## config.mk

```make
export PLATFORM = sky130hd
export DESIGN_NAME = gpx_port
export DESIGN_NICKNAME = d
export VERILOG_FILES = /design/src/rtl/gpx_pkg.sv /design/src/rtl/gpx_regs.sv /design/src/rtl/gpx_sync.sv /design/src/rtl/gpx_pinmux.sv /design/src/rtl/gpx_port.sv
export SDC_FILE = /design/constraint.sdc
export NUM_CORES = 1
export LEC_CHECK = 0
export BUFFER_PORTS_ARGS = -buffer_cell sky130_fd_sc_hd__buf_2
export CAP_MARGIN = 20
export CORE_UTILIZATION = 25
export DETAILED_ROUTE_END_ITERATION = 6
export PLACE_DENSITY_LB_ADDON = 0.1
export SYNTH_ARGS = -nofsm -noshare
export SYNTH_HDL_FRONTEND = slang
export SYNTH_HIERARCHICAL = 1
export SYNTH_SLANG_ARGS = --single-unit
```

## constraint.sdc

```tcl
create_clock -name clk -period 2.3 [get_ports clk]
set_clock_uncertainty 0.2 [all_clocks]
set_input_delay 0.345 -clock clk [delete_from_list [all_inputs] [get_ports clk]]
set_output_delay 0.345 -clock clk [all_outputs]
set_load 0.01 [all_outputs]
```

## src/rtl/gpx_pkg.sv

```systemverilog
package gpx_pkg;
    // Register select codes
    typedef enum logic [1:0] {
        SEL_MODE = 2'd0,
        SEL_DIR  = 2'd1,
        SEL_LAT  = 2'd2,
        SEL_PIN  = 2'd3
    } gpx_sel_e;

    // Per-bit pin ownership state
    typedef enum logic [1:0] {
        PM_IN  = 2'd0,
        PM_OUT = 2'd1,
        PM_BUS = 2'd2
    } pin_mode_e;
endpackage

```

## src/rtl/gpx_regs.sv

```systemverilog
module gpx_regs
    import gpx_pkg::*;
#(
    parameter int W = 16
) (
    input  logic         clk,
    input  logic         rst_n,
    input  logic         we,
    input  logic [1:0]   sel,
    input  logic [W-1:0] wdata,
    output logic [W-1:0] mode_q,
    output logic [W-1:0] dir_q,
    output logic [W-1:0] lat_q
);
    gpx_sel_e sel_e;
    assign sel_e = gpx_sel_e'(sel);

    always_ff @(posedge clk or negedge rst_n) begin
        if (!rst_n) begin
            mode_q <= '0;
            dir_q  <= '0;
            lat_q  <= '0;
        end else if (we) begin
            unique case (sel_e)
                SEL_MODE: mode_q <= wdata;
                SEL_DIR:  dir_q  <= wdata;
                SEL_LAT:  lat_q  <= wdata;
                SEL_PIN:  ;
            endcase
        end
    end


    reset_clear_chk: assert property (@(posedge clk) disable iff (!rst_n)
        $rose(rst_n) |-> (mode_q == '0 && dir_q == '0 && lat_q == '0));

    lat_load_chk: assert property (@(posedge clk) disable iff (!rst_n)
        (we && sel == 2'd2) |=> (lat_q == $past(wdata)));

    lat_hold_chk: assert property (@(posedge clk) disable iff (!rst_n)
        !(we && sel == 2'd2) |=> $stable(lat_q));

    pin_wr_ignored_chk: assert property (@(posedge clk) disable iff (!rst_n)
        (we && sel == 2'd3) |=> ($stable(mode_q) && $stable(dir_q) && $stable(lat_q)));
endmodule

```

## src/rtl/gpx_sync.sv

```systemverilog
module gpx_sync #(
    parameter int W      = 16,
    parameter int STAGES = 2
) (
    input  logic         clk,
    input  logic         rst_n,
    input  logic [W-1:0] d,
    output logic [W-1:0] q
);
    logic [W-1:0] chain [STAGES];

    always_ff @(posedge clk or negedge rst_n) begin
        if (!rst_n) begin
            for (int s = 0; s < STAGES; s++) chain[s] <= '0;
        end else begin
            chain[0] <= d;
            for (int s = 1; s < STAGES; s++) chain[s] <= chain[s-1];
        end
    end

    assign q = chain[STAGES-1];

    generate
        if (STAGES == 2) begin : g_chk

            sync_lat_chk: assert property (@(posedge clk) disable iff (!rst_n)
                ($past(rst_n) && $past(rst_n, 2)) |-> (q == $past(d, 2)));
        end
    endgenerate
endmodule

```

## src/rtl/gpx_pinmux.sv

```systemverilog
module gpx_pinmux
    import gpx_pkg::*;
#(
    parameter int W         = 16,
    parameter bit BUS_BIDIR = 1'b1
) (
    input  logic         ext_mode,
    input  logic [W-1:0] mode_q,
    input  logic [W-1:0] dir_q,
    input  logic [W-1:0] lat_q,
    input  logic [W-1:0] bus_out,
    input  logic [W-1:0] bus_oe,
    input  logic [W-1:0] pin_sync,
    output logic [W-1:0] pin_out,
    output logic [W-1:0] pin_oe,
    output logic [W-1:0] rd_pin
);
    generate
        for (genvar i = 0; i < W; i++) begin : g_bit
            pin_mode_e st;
            logic      bus_en;

            if (BUS_BIDIR) begin : g_bidir
                assign bus_en = bus_oe[i];
            end else begin : g_addr
                assign bus_en = 1'b1;
            end

            always_comb begin
                if (mode_q[i] && ext_mode) st = PM_BUS;
                else if (dir_q[i])         st = PM_OUT;
                else                       st = PM_IN;
            end

            always_comb begin
                unique case (st)
                    PM_BUS: begin
                        pin_out[i] = bus_out[i];
                        pin_oe[i]  = bus_en;
                        rd_pin[i]  = pin_sync[i];
                    end
                    PM_OUT: begin
                        pin_out[i] = lat_q[i];
                        pin_oe[i]  = 1'b1;
                        rd_pin[i]  = lat_q[i];
                    end
                    default: begin
                        pin_out[i] = lat_q[i];
                        pin_oe[i]  = 1'b0;
                        rd_pin[i]  = pin_sync[i];
                    end
                endcase
            end
        end
    endgenerate
endmodule

```

## src/rtl/gpx_port.sv

```systemverilog
module gpx_port
    import gpx_pkg::*;
#(
    parameter int W         = 16,
    parameter bit BUS_BIDIR = 1'b1,
    parameter int SYNC_STG  = 2
) (
    input  logic         clk,
    input  logic         rst_n,
    input  logic         reg_we,
    input  logic [1:0]   reg_sel,
    input  logic [W-1:0] reg_wdata,
    output logic [W-1:0] reg_rdata,
    input  logic         ext_mode,
    input  logic [W-1:0] bus_out,
    input  logic [W-1:0] bus_oe,
    output logic [W-1:0] bus_rd,
    input  logic [W-1:0] pin_in,
    output logic [W-1:0] pin_out,
    output logic [W-1:0] pin_oe
);
    logic [W-1:0] mode_q, dir_q, lat_q, pin_sync, rd_pin;

    gpx_regs #(.W(W)) u_regs (
        .clk(clk), .rst_n(rst_n), .we(reg_we), .sel(reg_sel), .wdata(reg_wdata),
        .mode_q(mode_q), .dir_q(dir_q), .lat_q(lat_q)
    );

    gpx_sync #(.W(W), .STAGES(SYNC_STG)) u_sync (
        .clk(clk), .rst_n(rst_n), .d(pin_in), .q(pin_sync)
    );

    gpx_pinmux #(.W(W), .BUS_BIDIR(BUS_BIDIR)) u_mux (
        .ext_mode(ext_mode), .mode_q(mode_q), .dir_q(dir_q), .lat_q(lat_q),
        .bus_out(bus_out), .bus_oe(bus_oe), .pin_sync(pin_sync),
        .pin_out(pin_out), .pin_oe(pin_oe), .rd_pin(rd_pin)
    );

    assign bus_rd = pin_sync;

    always_comb begin
        unique case (gpx_sel_e'(reg_sel))
            SEL_MODE: reg_rdata = mode_q;
            SEL_DIR:  reg_rdata = dir_q;
            SEL_LAT:  reg_rdata = lat_q;
            SEL_PIN:  reg_rdata = rd_pin;
        endcase
    end


    port_in_quiet_chk: assert property (@(posedge clk) disable iff (!rst_n)
        ((~(mode_q & {W{ext_mode}}) & ~dir_q & pin_oe) == '0));

    port_out_drive_chk: assert property (@(posedge clk) disable iff (!rst_n)
        (((~(mode_q & {W{ext_mode}}) & dir_q) & ~pin_oe) == '0));

    generate
        if (!BUS_BIDIR) begin : g_addr_chk

            addr_drive_chk: assert property (@(posedge clk) disable iff (!rst_n)
                ((mode_q & {W{ext_mode}} & ~pin_oe) == '0));
        end
    endgenerate
endmodule

```

==> summary.md <==
| Metric | Value |
|---|---|
| Outcome | complete, but fails checks |
| Failing checks | negative setup slack |
| Worst-path fanout max | 2 |
| Final setup vio count | 16 |
| Final worst slack | -0.09849 ns |
| Worst-margin pin slew | 0.5265 ns |
| Worst-path clk slew | 0.06 ns |
| Fraction of the mapped netlist area in adder cells | 0% |
| Syn avg cell area | 15.38 um2 |
| Tot GR Track Use | 13.32% |
| GR Overflow Total | 0 |
| Nets | 525 |
| I/O Pins | 134 |
| Gpl congestion | 0.6872 |
| Clk root buf | clkbuf_16 |
| Clock sinks | 80 |
| RSZ-0062 raised after global routing | yes |
| Die Height | 127.3 um |
| Total Wirelength | 10,100 um |
| Largest family of logic cells by synthesized area | multiplexers |
| Number of CTS-inserted buffers | 9 |
| Leak Pwr | 2.818 nW |
| Maxcap violations | 0 |
| Clock tree from TritonCTS | done |
| Synth Area in Compound Gates | 6.635% |
| Die W | 127.3 um |
| Port bufs | 133 |
| Worst EP required | 1.75 ns |
| Max incr delay on CP | 0.49 ns |
| Pwr Total | 4.859 mW |
| FP Rows | 45 |
| Die area | 16,200 um2 |
| Core ar. | 15,260 um2 |
| Synthesized flop and latch total | 80 |
| Post-detail-place hpwl | 6878 um |
| Residual DRC count | 0 |
| Worst VDD drop | 0.3127 mV |
| Register area share after synthesis | 51.04% |
| Post-Syn Nets | 325 |
| Initial drt markers | 80 |
| Number of global-route vias before repair | 3,006 |
| YS warnings | 6 |
| Largest net degree at the start of global routing | 43 |
| DR WL/cell | 15.04 um |
| Crit path cell chain | a21boi_2, mux2_4, mux4_2, buf_6 |
| Initial antenna violation count | 1 |
| Worst-Skew Late Latency | 0.33 ns |
| Max-slew violation count | 0 |
| Startpoint types | flip-flop |
| Clk buf depth | 2 |
| Final Hold Violating Endpoints | 0 |
| Antenna diodes | 0 |
| Cell area after synthesis | 3923 um2 |
| Arrival time worst endpoint | 1.85 ns |
| Pwr/cell area | 819.0 nW/um2 |
| Final Cycle Share | 104.3% |
| Synth Area in XOR/XNOR | 0% |
| Crit Path Class | flip-flop to primary output |
| Worst min path class | input pin to flip-flop |
| First-pass DRT Iterations | 4 |
| First-pass GRT wire length | 16,020 um |
| Setup WS pre-CTS | -0.1943 ns |
| Share of post-route cells with drive strength above 1 | 75.22% |
| Syn Inst Count | 255 |
| CTS H-Tree Depth | 3 |
| Max-slew headroom | 64.90% |
| Minimum clock period | 2.398 ns |
| Via count | 2,856 |
| Worst path slowest cell | mux4_2 |
| Achievable frequency | 416.9 MHz |
| Netlist cell types | 16 |
| CP Capture Type | primary output |
| Post-synthesis simple-gate area fraction | 2.584% |
| FF-to-FF setup slack | 1.07 ns |
| Area Overhead vs Synth | 51.26% |
| Vias per cell | 4.256 |
| Mux cell area share after synthesis | 33.68% |
| Routed Antenna Nets | 0 |
| Initial core utilization | 25.71% |
-- critical path, delay by kind of cell, from the launching register on --
| family | cells | cell delay (ns) |
|---|---|---|
| AOI/OAI and AO/OA | 1 | 0.19 |
| buffers and inverters | 1 | 0.14 |
| muxes | 2 | 0.80 |
| DFF | 1 | 0.39 |
-- logic make-up after synthesis --
family	Yosys count
multiplexers	96
flip-flops	80
buffers and inverters	28
AND/OR/NAND/NOR	19
AO/OA/AOI/OAI	32
-- through the flow --
| stage | std cells | utilization, % | setup TNS (ns) | instance area, um2 | hold slack [ns] |
|---|---|---|---|---|---|
| after floorplan | 255 | - | 0 | 3923 | -0.1506 |
| after global placement | 609 | 32.70 | -1.872 | 4990 | 0.1315 |
| after detailed placement | 609 | 32.70 | -2.162 | 4990 | 0.1347 |
| after CTS | 665 | 38.49 | -1.506 | 5873 | 0.04526 |
| after global routing | 671 | 38.88 | -2.158 | 5933 | 0.06116 |
| final | 671 | 38.88 | -1.170 | 5933 | 0.06351 |
-- area by class of cell --
class | instances | area, um2
Multi-Input combinational cell | 147 | 1826
Sequential cell | 80 | 2002
Tap cell | 211 | 264.0
Clock buffer | 10 | 229.0
Timing Repair Buffer | 217 | 1529
Fill cell | 1493 | 9325
Clock inverter | 6 | 83.83
-- cell usage after synthesis --
library cell	n	area, um2
dfrtp_1	80	2002
mux2_2	70	788.3
buf_4	17	127.6
a31o_2	16	140.1
nand2_1	16	60.06
a21boi_0	15	112.6
mux2_4	10	150.1
mux4_2	10	225.2
mux4_1	6	157.7
buf_6	5	56.30
buf_2	4	20.02
nand3b_2	2	22.52
a21boi_1	1	7.510
buf_12	1	20.02
clkbuf_8	1	13.76
nor3b_4	1	18.77
-- registers in the layout, summed over array words and instances, names as in the netlist --
| name | cells |
|---|---|
| u_sync/chain | 16 |
| u_regs/mode_q | 16 |
| u_regs/dir_q | 16 |
| u_sync/q | 16 |
| u_regs/lat_q | 16 |
-- layer usage --
metal	wire (um)	global-route usage [%]	vias to the layer above
met4	182	6.373	0
met3	465	3.308	12
met5	0	0	-
met1	4520	17.15	1431
li1	-	-	1338
met2	4926	20.96	75
-- placed cells by master, fill, tap and decap left out --
cell type        n
buf_2          116
nor3b_4          1
buf_6           16
a31o_2          16
dlygate4sd3_1   17
clkbuf_16        9
clkinv_4         1
nand3b_2         2
buf_4           61
clkinv_2         3
a21boi_2        10
a21boi_4         6
mux2_2          54
bufinv_16        2
dfrtp_1         80
mux2_4          26
buf_12           7
clkbuf_1         1
nand2_1         16
mux4_2          16
-- final timing paths --
check	startpoint	end	cells after the start
hold / removal	reg_wdata[2]	u_regs/lat_q[2]	2
max in group asynchronous	rst_n	u_regs/dir_q[3]	3
setup / recovery	u_regs/mode_q[15]	reg_rdata[15]	4
hold reg to reg	u_sync/chain[21]	u_sync/q[5]	0
min in group asynchronous	rst_n	u_sync/q[4]	2
setup reg to reg	u_regs/mode_q[7]	u_regs/mode_q[7]	3
-- timing repair --
action / in CTS / in global routing
hold endpoints to repair: 54 / 0
endpoints found under the setup margin: 16 / 16
pin swaps: 16 / 2
setup buffers: 23 / 6
gates resized for setup: 74 / 2
gates cloned: 0 / 0
hold buffers: 17 / 0
-- power breakdown --
| part | total (mW) | internal [mW] | switching, mW |
|---|---|---|---|
| sequential | 1.74 | 1.60 | 0.146 |
| combinational | 1.60 | 1.03 | 0.571 |
| clock | 1.51 | 0.947 | 0.564 |
| total | 4.86 | 3.58 | 1.28 |
Power figures use the tool's default switching activity.
